<file path="config.mk">
export PLATFORM = sky130hd
export DESIGN_NAME = dbg_match_chan
export DESIGN_NICKNAME = d
export VERILOG_FILES = /design/src/rtl/dbg_match_chan.sv
export SDC_FILE = /design/constraint.sdc
export NUM_CORES = 1
export LEC_CHECK = 0
export ABC_AREA = 1
export BUFFER_PORTS_ARGS = -buffer_cell sky130_fd_sc_hd__buf_2
export CORE_MARGIN = 2
export CORE_UTILIZATION = 45
export DETAILED_ROUTE_END_ITERATION = 10
export MAX_ROUTING_LAYER = met4
export PLACE_DENSITY = 0.8
export SLEW_MARGIN = 20
export SYNTH_ARGS = -nofsm -noshare
export SYNTH_HDL_FRONTEND = slang
export SYNTH_SLANG_ARGS = --single-unit
export TNS_END_PERCENT = 10
</file>
<file path="constraint.sdc">
create_clock -name clk -period 2.1 [get_ports clk]
set_input_delay 0.525 -clock clk [delete_from_list [all_inputs] [get_ports clk]]
set_output_delay 0.525 -clock clk [all_outputs]
set_load 0.05 [all_outputs]
</file>
<file path="src/rtl/dbg_match_chan.sv">
module dbg_match_chan #(
  parameter int ADDR_W = 16,
  parameter int DATA_W = 8,
  parameter int QDEPTH = 3,
  parameter bit INV_DATA_OK = 1'b1
) (
  input  logic              clk,
  input  logic              rst_n,
  input  logic              cfg_we,
  input  logic [5:0]        cfg_din,
  input  logic              addr_we,
  input  logic [ADDR_W-1:0] addr_din,
  input  logic              data_we,
  input  logic [DATA_W-1:0] data_din,
  input  logic              bus_valid,
  input  logic [ADDR_W-1:0] bus_addr,
  input  logic [DATA_W-1:0] bus_data,
  input  logic              bus_rd,
  input  logic              fq_valid,
  input  logic [ADDR_W-1:0] fq_addr,
  input  logic              ex_adv,
  input  logic              q_flush,
  input  logic              brk_glb_en,
  input  logic              arm,
  output logic              trig_now,
  output logic              trig_tag,
  output logic              end_trace,
  output logic              disarm,
  output logic              brk_req
);

  logic [5:0]        cfg;
  logic [ADDR_W-1:0] cmp_a;
  logic [DATA_W-1:0] cmp_d;
  logic              armed;
  logic [QDEPTH-1:0] tq;

  logic en, inv, rwq, rwv, brk, tag, live;
  assign en   = cfg[0];
  assign inv  = cfg[1] & INV_DATA_OK;
  assign rwq  = cfg[2];
  assign rwv  = cfg[3];
  assign brk  = cfg[4];
  assign tag  = cfg[5];
  assign live = en & armed;

  logic data_hit, dir_hit, mark;
  assign data_hit = (bus_data == cmp_d) ^ inv;
  assign dir_hit  = !rwq || (bus_rd == rwv);
  assign mark     = live & tag & fq_valid & (fq_addr == cmp_a);

  assign trig_now  = live & !tag & bus_valid & (bus_addr == cmp_a) & data_hit & dir_hit;
  assign trig_tag  = live & tag & ex_adv & !q_flush & tq[0];
  assign end_trace = (trig_now | trig_tag) & brk;
  assign disarm    = end_trace;
  assign brk_req   = end_trace & brk_glb_en;

  always_ff @(posedge clk or negedge rst_n) begin
    if (!rst_n) begin
      cfg   <= '0;
      cmp_a <= '0;
      cmp_d <= '0;
    end else begin
      if (cfg_we)  cfg   <= cfg_din;
      if (addr_we) cmp_a <= addr_din;
      if (data_we) cmp_d <= data_din;
    end
  end

  always_ff @(posedge clk or negedge rst_n) begin
    if (!rst_n)         armed <= 1'b1;
    else if (end_trace) armed <= 1'b0;
    else if (arm)       armed <= 1'b1;
  end

  always_ff @(posedge clk or negedge rst_n) begin
    if (!rst_n)       tq <= '0;
    else if (q_flush) tq <= '0;
    else if (ex_adv)  tq <= {mark, tq[QDEPTH-1:1]};
  end


  enable_off_quiet_chk: assert property (@(posedge clk) disable iff (!rst_n)
    !en |-> !(trig_now || trig_tag || end_trace || disarm || brk_req));


  tag_blocks_bus_chk: assert property (@(posedge clk) disable iff (!rst_n)
    tag |-> !trig_now);


  flush_clears_chk: assert property (@(posedge clk) disable iff (!rst_n)
    q_flush |=> !trig_tag);


  brk_gated_chk: assert property (@(posedge clk) disable iff (!rst_n)
    brk_req |-> (brk_glb_en && end_trace && disarm));


  disarm_silences_chk: assert property (@(posedge clk) disable iff (!rst_n)
    disarm |=> !(trig_now || trig_tag));


  no_break_no_end_chk: assert property (@(posedge clk) disable iff (!rst_n)
    !brk |-> !(end_trace || brk_req));

endmodule

</file>
==> Word-level counts from Yosys, hierarchy flattened <==
Cells that the tools add are included.
{ "word_totals": {"wordCells": 35, "regBits": 34, "output_inout_bits": 5} }
{ "classes": {"n_bitwise": 16, "eq_ne": 4, "n_mux": 4, "reduce_logical": 6} }
{ "op_table": {"columns": ["operator", "count"], "rows": [
  ["16-bit == test", 2],
  ["1-bit AND", 14],
  ["8-bit == test", 1],
  ["3-bit 2-to-1 mux", 2],
  ["2-bit nonzero test", 2],
  ["1-bit logical NOT", 3],
  ["1-bit 2-to-1 mux", 2],
  ["1-bit == test", 1],
  ["1-bit logical OR", 1],
  ["1-bit bitwise OR", 1],
  ["1-bit bitwise XOR", 1]
]} }

==> Longest topological paths before layout <==
Gate-level depths: netlist (run 1).
{ "logic_depth": {"ltp_word": 9, "mapped_depth": 13, "depth_no_buf": 12} }

==> Least setup slack after synthesis (run 1) <==
Ideal clock, no wire load.
{ "synth_path": {"path_kind": "register -> output", "startpoint": "register armed", "endpoint": "output port end_trace", "stages_incl_launch_ff": 9, "slack_ns": -0.483, "t_arrival_ns": 2.058, "path_cell_list": "dfstp_2 > nand3_1 > nor2_1 > and3_1 > clkinv_1 > nand2_2 > nand2_2 > inv_1 > buf_4"} }
{ "synth_via": {"elab_cells_between_ends": 12, "cone_classes": "12 x bitwise"} }
{ "synth_lines": {"columns": ["element", "line", "text"], "rows": [
  ["start, declared", "35", "logic armed;"],
  ["start signal, assigned", "71", "if (!rst_n) armed <= 1'b1;"],
  ["start signal, assigned", "72", "else if (end_trace) armed <= 1'b0;"],
  ["start signal, assigned", "73", "else if (arm) armed <= 1'b1;"],
  ["1-bit AND", "45", "assign live = en & armed;"],
  ["1-bit AND (4 in a row)", "53", "assign trig_tag = live & tag & ex_adv & !q_flush & tq[0];"],
  ["named net trig_tag", "26", "output logic trig_tag,"],
  ["1-bit bitwise OR", "54", "assign end_trace = (trig_now | trig_tag) & brk;"],
  ["1-bit AND", "54", null],
  ["end, declared", "27", "output logic end_trace,"]
]} }
The timed path passes the listed nets, and every way through them passes these cells.

==> Worst setup path in the final report (run 1) <==
{ "layout_path": {"startpoint": "register armed", "endpoint": "output port brk_req"} }
{ "layout_via": {"elab_chain_cells": 9, "elab_cells_between_ends": 13, "cone_classes": "13 x bitwise"} }
{ "layout_rtl": {"columns": ["element", "line", "text"], "rows": [
  ["1-bit AND (*)", "45", null],
  ["1-bit AND (5 in a row)", "52", "assign trig_now = live & !tag & bus_valid & (bus_addr == cmp_a) & data_hit & dir_hit;"],
  ["1-bit bitwise OR (*)", "54", null],
  ["1-bit AND (*)", "54", null],
  ["1-bit AND (*)", "56", "assign brk_req = end_trace & brk_glb_en;"],
  ["end, declared", "29", "output logic brk_req"]
]} }
Every way passes the cells marked *; elsewhere a longest branch is shown, timed or not.

==> results of run 1 <==
[state kept, by name, indices dropped and copies added, names as in the netlist]
register	cells
cfg	6
cmp_a	16
armed	1
cmp_d	8
tq	3
[cells in the final DEF, fill, tap and decap left out, drive strengths merged]
cell type	instances
nor2	24
mux2	10
buf	89
nand3	6
or2	1
nand2	78
clkbuf	7
nand4	3
xor2	9
nor4	2
clkinv	3
clkinvlp	1
dfstp	1
inv	40
dfrtp	33
o21ai	23
xnor2	16
and3	1
a21oi	2
[power groups by stage]
stage / clock network [mW] / registers (mW) / logic (mW)
5_1_grt: 0.538 / 0.763 / 0.370
6_report: 0.497 / 0.756 / 0.323
3_5_place_dp: 0 / 0.767 / 0.322
3_3_place_gp: 0 / 0.764 / 0.314
4_1_cts: 0.513 / 0.756 / 0.325
2_1_floorplan: 0 / 0.759 / 0.190
[stage by stage]
step                      util [%]  worst slack [ps]  cells  total power [mW]  hold WS (ps)
after CTS                    60.81            -229.5    401             1.594         340.4
after detailed placement     58.04            -161.6    393             1.090         452.6
final                        61.48            -227.2    401             1.576         306.7
after floorplan                  -            -99.86    258            0.9490         229.4
after global routing         61.48            -393.4    401             1.671         369.5
after global placement       58.04            -122.5    393             1.079         451.0
[timing repair]
action                     CTS  global route
resized for setup            9             8
setup buffers                0             0
setup endpoints to repair    5             5
pin swaps                    1             5
[per-layer routing]
layer | share of wire [%] | wire (um) | up-vias
met3 | 4.6 | 209 | 5
met5 | 0 | 0 | -
li1 | - | - | 964
met1 | 45 | 2015 | 820
met2 | 49 | 2226 | 48
met4 | 1.3 | 57 | 0
[final cells by class]
| cell class | instances | area (um2) | area share, % |
|---|---|---|---|
| Clock buffer | 7 | 86.33 | 3.270 |
| Clock inverter | 1 | 5.005 | 0.1896 |
| Inverter | 43 | 165.2 | 6.256 |
| Multi-Input combinational cell | 175 | 985.9 | 37.35 |
| Sequential cell | 34 | 852.1 | 32.27 |
| Tap cell | 52 | 65.06 | 2.464 |
| Timing Repair Buffer | 89 | 480.5 | 18.20 |
[critical path: cells and delay by family, from the launching register on]
| family | cells | cell delay [ps] |
|---|---|---|
| DFF | 1 | 530 |
| and+or+nand+nor | 6 | 630 |
| buffers and inverters | 3 | 350 |
[kinds of logic (layout without fill, tap and decap cells)]
family	count (synthesis)	count (layout)	synth area share [%]
xor gates and xnor gates	25	25	11.12
AOI/OAI and AO/OA	25	25	6.544
buffers and inverters	49	140	9.530
and+or+nand+nor	115	115	23.83
muxes	10	10	5.718
DFF	34	34	43.27
[final timing paths]
check	from	to	slack [ps]
max	armed$_DFFE_PN1P_	brk_req	-230
min	rst_n	cmp_d[5]$_DFFE_PN0P_	310
max reg2reg	armed$_DFFE_PN1P_	armed$_DFFE_PN1P_	760
min reg2reg	tq[2]$_DFFE_PN0P_	tq[2]$_DFFE_PN0P_	500
max in group asynchronous	rst_n	cmp_d[7]$_DFFE_PN0P_	1290
min in group clk	addr_din[14]	cmp_a[14]$_DFFE_PN0P_	430
==> flow_summary.yaml, run 1 <==
setup_path:
  cp_data_required_time_ps: 1570
  crit_top_cell: "nand2_4"
  path_cells: "buf_4 > nand3_1 > nor2_1 > and3_4 > clkinv_1 > nand2_4 > nand2_4 > nor2_4 > buf_6"
  start_kind: "flop"
  critPathMaxFanout: 2
  cp_slowest_stage_delay_ps: 530
  crit_type: "flop to output port"
  r2r_cells: 7
  cp-end-kind: "output port"
  arrival_ps: 1800
  critPathSlowestCell: "dfstp_2"
layout:
  layout-drive-gt1-share_pct: 36.96
  nFillCells: 411
  n_antenna_cell: 0
  syn_to_final_growth_pct: 34.05
  fin_area_um2: 2640
  finalNetCount: 430
timing:
  slew_violations: 0
  rsz0062_at_grt: "yes"
  layout_setup_ws_ps: -227.2
  period_minus_slack_ps: 2327
  hold_viol_final: 0
  worst_pin_slew_ps: 777.2
  fin_tns_setup_ps: -730.7
  final.period_utilization_pct: 110.8
  fin_worst_skew_ps: 5.803
  slew-limit-headroom_pct: 48.19
  finalSetupViolCount: 4
  max_freq_ghz: 0.4297
global_route:
  track_usage_pct: 20.43
  grt_antenna_before_repair: 0
  grt_use_met3_pct: 5.051
  grt_pass1_wl_mm: 7.769
  use_met2_pct: 34.50
  grt_max_degree: 35
  grt-ovfl-total: 0
  grtUsageMet1_pct: 23.44
  busiest_layer: "met2"
  first_global_vias: 1918
die:
  die_y_um: 70.16
  io_pins: 87
  dieArea_um2: 4922
  die_w_um: 70.16
  initial_core_util_pct: 45.86
  rows: 24
  core-area_um2: 4294
pwr:
  p_per_area_nw_per_um2: 596.8
  seqPwrFrac_pct: 48.0
  power.leakage_nw: 1.442
  power.share.clock_pct: 31.5
  p_switching_uw: 437.3
  swShare_pct: 27.75
  p_int_mw: 1.138
  ir_drop_mv: 0.3280
  combPwrFrac_pct: 20.5
synth:
  yosysMostFrequentCell: "nand2_1"
  synth_common_cells: "nand2_1 (75), inv_1 (35), dfrtp_1 (33)"
  synth_top_cell_by_area: "dfrtp_1"
  yosys_warnings: 0
  synth_cell_types: 22
  synth_fp_nets: 340
  synth.avg_cell_area_um2: 7.633
  async_flop_share_pct: 100.0
  synth_top_area_share_pct: 41.93
  synth_seq_cells: 34
  synth_edf_count: 0
  synth_ff_type: "dfrtp_1"
  syn-cell-area_um2: 1969
  ys_seq_area_share_pct: 43.27
  synth.area.top_cells: "dfrtp_1 (42%), nand2_1 (14%), xnor2_1 (7.1%)"
  syn_inst: 258
route:
  via_per_inst: 4.581
  wl_per_cell_um: 11.24
  ant_nets: 0
  via_count: 1837
  drtIter0Drc: 48
  wl_mm: 4.508
  firstDrtPassIters: 4
  drc: 0
min_path:
  hp-class: "primary input to async pin"
placed_design:
  portBuffers: 86
  gp_congestion: 0.8087
  place_area_um2: 2492
  hpwl_mm: 3.574
clock_tree:
  cts_buffers: 5
  cts_hold_buffers: 0
  root_buffer: "clkbuf_8"
  insertion_delay_ps: 290
  cts.sinks: 34
  clk_pin_slew_ps: 70
  htree_levels: 2
  clockBufferDepth: 2
  cts_tree: "yes"
outcome:
  violations: "negative setup slack"
  run_status: "complete, but fails checks"
run:
  drv_cap: 0
No activity file was read; power rests on OpenSTA's default activity.
==> run 2, diff against run 1 <==
--- a/config.mk
+++ b/config.mk
@@ -12,6 +12,7 @@
 export DETAILED_ROUTE_END_ITERATION = 10
 export MAX_ROUTING_LAYER = met4
 export PLACE_DENSITY = 0.8
+export SKIP_LAST_GASP = 1
 export SLEW_MARGIN = 20
 export SYNTH_ARGS = -nofsm -noshare
 export SYNTH_HDL_FRONTEND = slang
==> run 2 against run 1 <==
  * The flow still finishes with violations (negative setup slack)
  * Worst setup slack gained 25 ps
  * Via count is 0.27% lower
  * Clock power about the same
  * Combinational power about the same
  * Power fell by 0.16%
  * Wire length decreased by 1.5%
  * Clock skew about the same
==> flow_summary.yaml, run 2 (same netlist as run 1, synthesis figures left out) <==
die:
  core-area_um2: 4294
  die_w_um: 70.16
  dieArea_um2: 4922
  die_y_um: 70.16
  initial_core_util_pct: 45.86
  rows: 24
  io_pins: 87
pwr:
  p_per_area_nw_per_um2: 603.9
  seqPwrFrac_pct: 48.0
  swShare_pct: 27.67
  p_int_mw: 1.138
  power.leakage_nw: 1.430
  p_switching_uw: 435.3
  combPwrFrac_pct: 20.4
  power_mw: 1.573
  power.share.clock_pct: 31.6
  ir_drop_mv: 0.3279
setup_path:
  crit_type: "flop to output port"
  critPathSlowestCell: "dfstp_2"
  cp-end-kind: "output port"
  r2r_end: "tq[2]$_DFFE_PN0P_"
  path_cells: "buf_4 > nand3_1 > nor2_1 > and3_4 > clkinv_1 > nand2_2 > nand2_2 > clkinvlp_4 > buf_4"
  cp_slowest_stage_delay_ps: 530
  arrival_ps: 1780
  crit_end: "disarm"
  cp_data_required_time_ps: 1570
  reg2reg_slack_ps: 770
  r2r_cells: 5
  r2r_start: "armed$_DFFE_PN1P_"
  start_kind: "flop"
  crit_path_start: "armed$_DFFE_PN1P_"
  critPathMaxFanout: 2
timing:
  layout_setup_ws_ps: -201.7
  hold_slack_ps: 306.7
  hold_viol_final: 0
  worst_pin_slew_ps: 777.0
  slew_violations: 0
  rsz0062_at_grt: "yes"
  fin_worst_skew_ps: 6.055
  period_minus_slack_ps: 2302
  slew-limit-headroom_pct: 48.20
  max_freq_ghz: 0.4345
  fin_tns_setup_ps: -685.5
  finalSetupViolCount: 4
  final.period_utilization_pct: 109.6
clock_tree:
  clockBufferDepth: 2
  htree_levels: 2
  cts_tree: "yes"
  cts.sinks: 34
  cts_buffers: 5
  root_buffer: "clkbuf_8"
  insertion_delay_ps: 290
  clk_pin_slew_ps: 70
  cts_hold_buffers: 0
global_route:
  track_usage_pct: 20.18
  grt_antenna_before_repair: 0
  grt_max_degree: 35
  grt-ovfl-total: 0
  first_global_vias: 1902
  grt_pass1_wl_mm: 7.679
route:
  wl_per_cell_um: 11.07
  via_per_inst: 4.569
  drtIter0Drc: 54
  ant_nets: 0
  firstDrtPassIters: 4
  wl_mm: 4.440
  drc: 0
  via_count: 1832
layout:
  finalNetCount: 430
  layout-drive-gt1-share_pct: 36.68
  n_antenna_cell: 0
  syn_to_final_growth_pct: 32.27
  largest-register: "cmp_a"
  final_cell_mix: "buf_2 (83), nand2_1 (74), inv_1 (34)"
  fin_area_um2: 2605
  reg_top3: "cmp_a (16), cmp_d (8), cfg (6)"
  nFillCells: 418
  layout_commonest_cell: "buf_2"
  largest_register_ffs: 16
placed_design:
  portBuffers: 86
  gp_congestion: 0.8087
  hpwl_mm: 3.574
  place_area_um2: 2492
outcome:
  run_status: "complete, but fails checks"
  violations: "negative setup slack"
min_path:
  hp-class: "primary input to async pin"
run:
  drv_cap: 0
-- run 2: cell counts in the layout (fill, tap and decap cells not counted) --
Identical to the previous run, type by type.
-- run 2: worst min-delay path by stage --
stage	from	end	slack, ps
after detailed placement	cfg[4]$_DFFE_PN0P_	armed$_DFFE_PN1P_	450
after global placement	cfg[4]$_DFFE_PN0P_	armed$_DFFE_PN1P_	450
after CTS	rst_n	cmp_a[13]$_DFFE_PN0P_	340
final	rst_n	cmp_d[5]$_DFFE_PN0P_	310
after floorplan	rst_n	cfg[0]$_DFFE_PN0P_	230
after global routing	rst_n	cmp_a[2]$_DFFE_PN0P_	370
-- run 2: worst max-delay path: cells and delay by family, from the launching register on --
kind	cells	cell delay, ps
buffers and inverters	4	420
flip-flops	1	530
AND/OR/NAND/NOR	5	540
-- run 2: metal layers --
metal  global-route usage, %  vias up  part of all wire [%]
li1                        -      965                     -
met1                   23.25      812                    45
met2                   33.86       50                    48
met3                   5.051        5                   5.2
met4                   7.906        0                   1.3
met5                       -        -                     0
-- run 2: final cells by class --
| class | count | area, um2 | share of cell area, % |
|---|---|---|---|
| tap | 52 | 65.06 | 2.498 |
| sequential | 34 | 852.1 | 32.71 |
| clock inverter | 1 | 5.005 | 0.1921 |
| multi-input combinational | 175 | 967.2 | 37.13 |
| clock buffer | 7 | 86.33 | 3.314 |
| inverter | 43 | 165.2 | 6.340 |
| timing repair buffer | 89 | 464.2 | 17.82 |
-- run 2: what timing repair did --
item | in CTS | in global routing
pin swaps | 1 | 2
buffers inserted | 0 | 0
resized for setup | 5 | 3
setup endpoints to repair | 5 | 5
-- run 2: stage by stage --
stage          instances  worst slack [ps]  utilization [%]
2_1_floorplan        258            -99.86                -
3_3_place_gp         393            -122.5            58.04
3_5_place_dp         393            -161.6            58.04
4_1_cts              401            -232.0            60.49
5_1_grt              401            -406.3            60.66
6_report             401            -201.7            60.66
-- run 2: power by group through the flow --
| stage | Sequential (mW) | Clock (mW) | Combinational (mW) |
|---|---|---|---|
| 4_1_cts | 0.755 | 0.513 | 0.325 |
| 6_report | 0.755 | 0.497 | 0.321 |
| 3_3_place_gp | 0.764 | 0 | 0.314 |
| 3_5_place_dp | 0.767 | 0 | 0.322 |
| 5_1_grt | 0.762 | 0.538 | 0.368 |
| 2_1_floorplan | 0.759 | 0 | 0.190 |
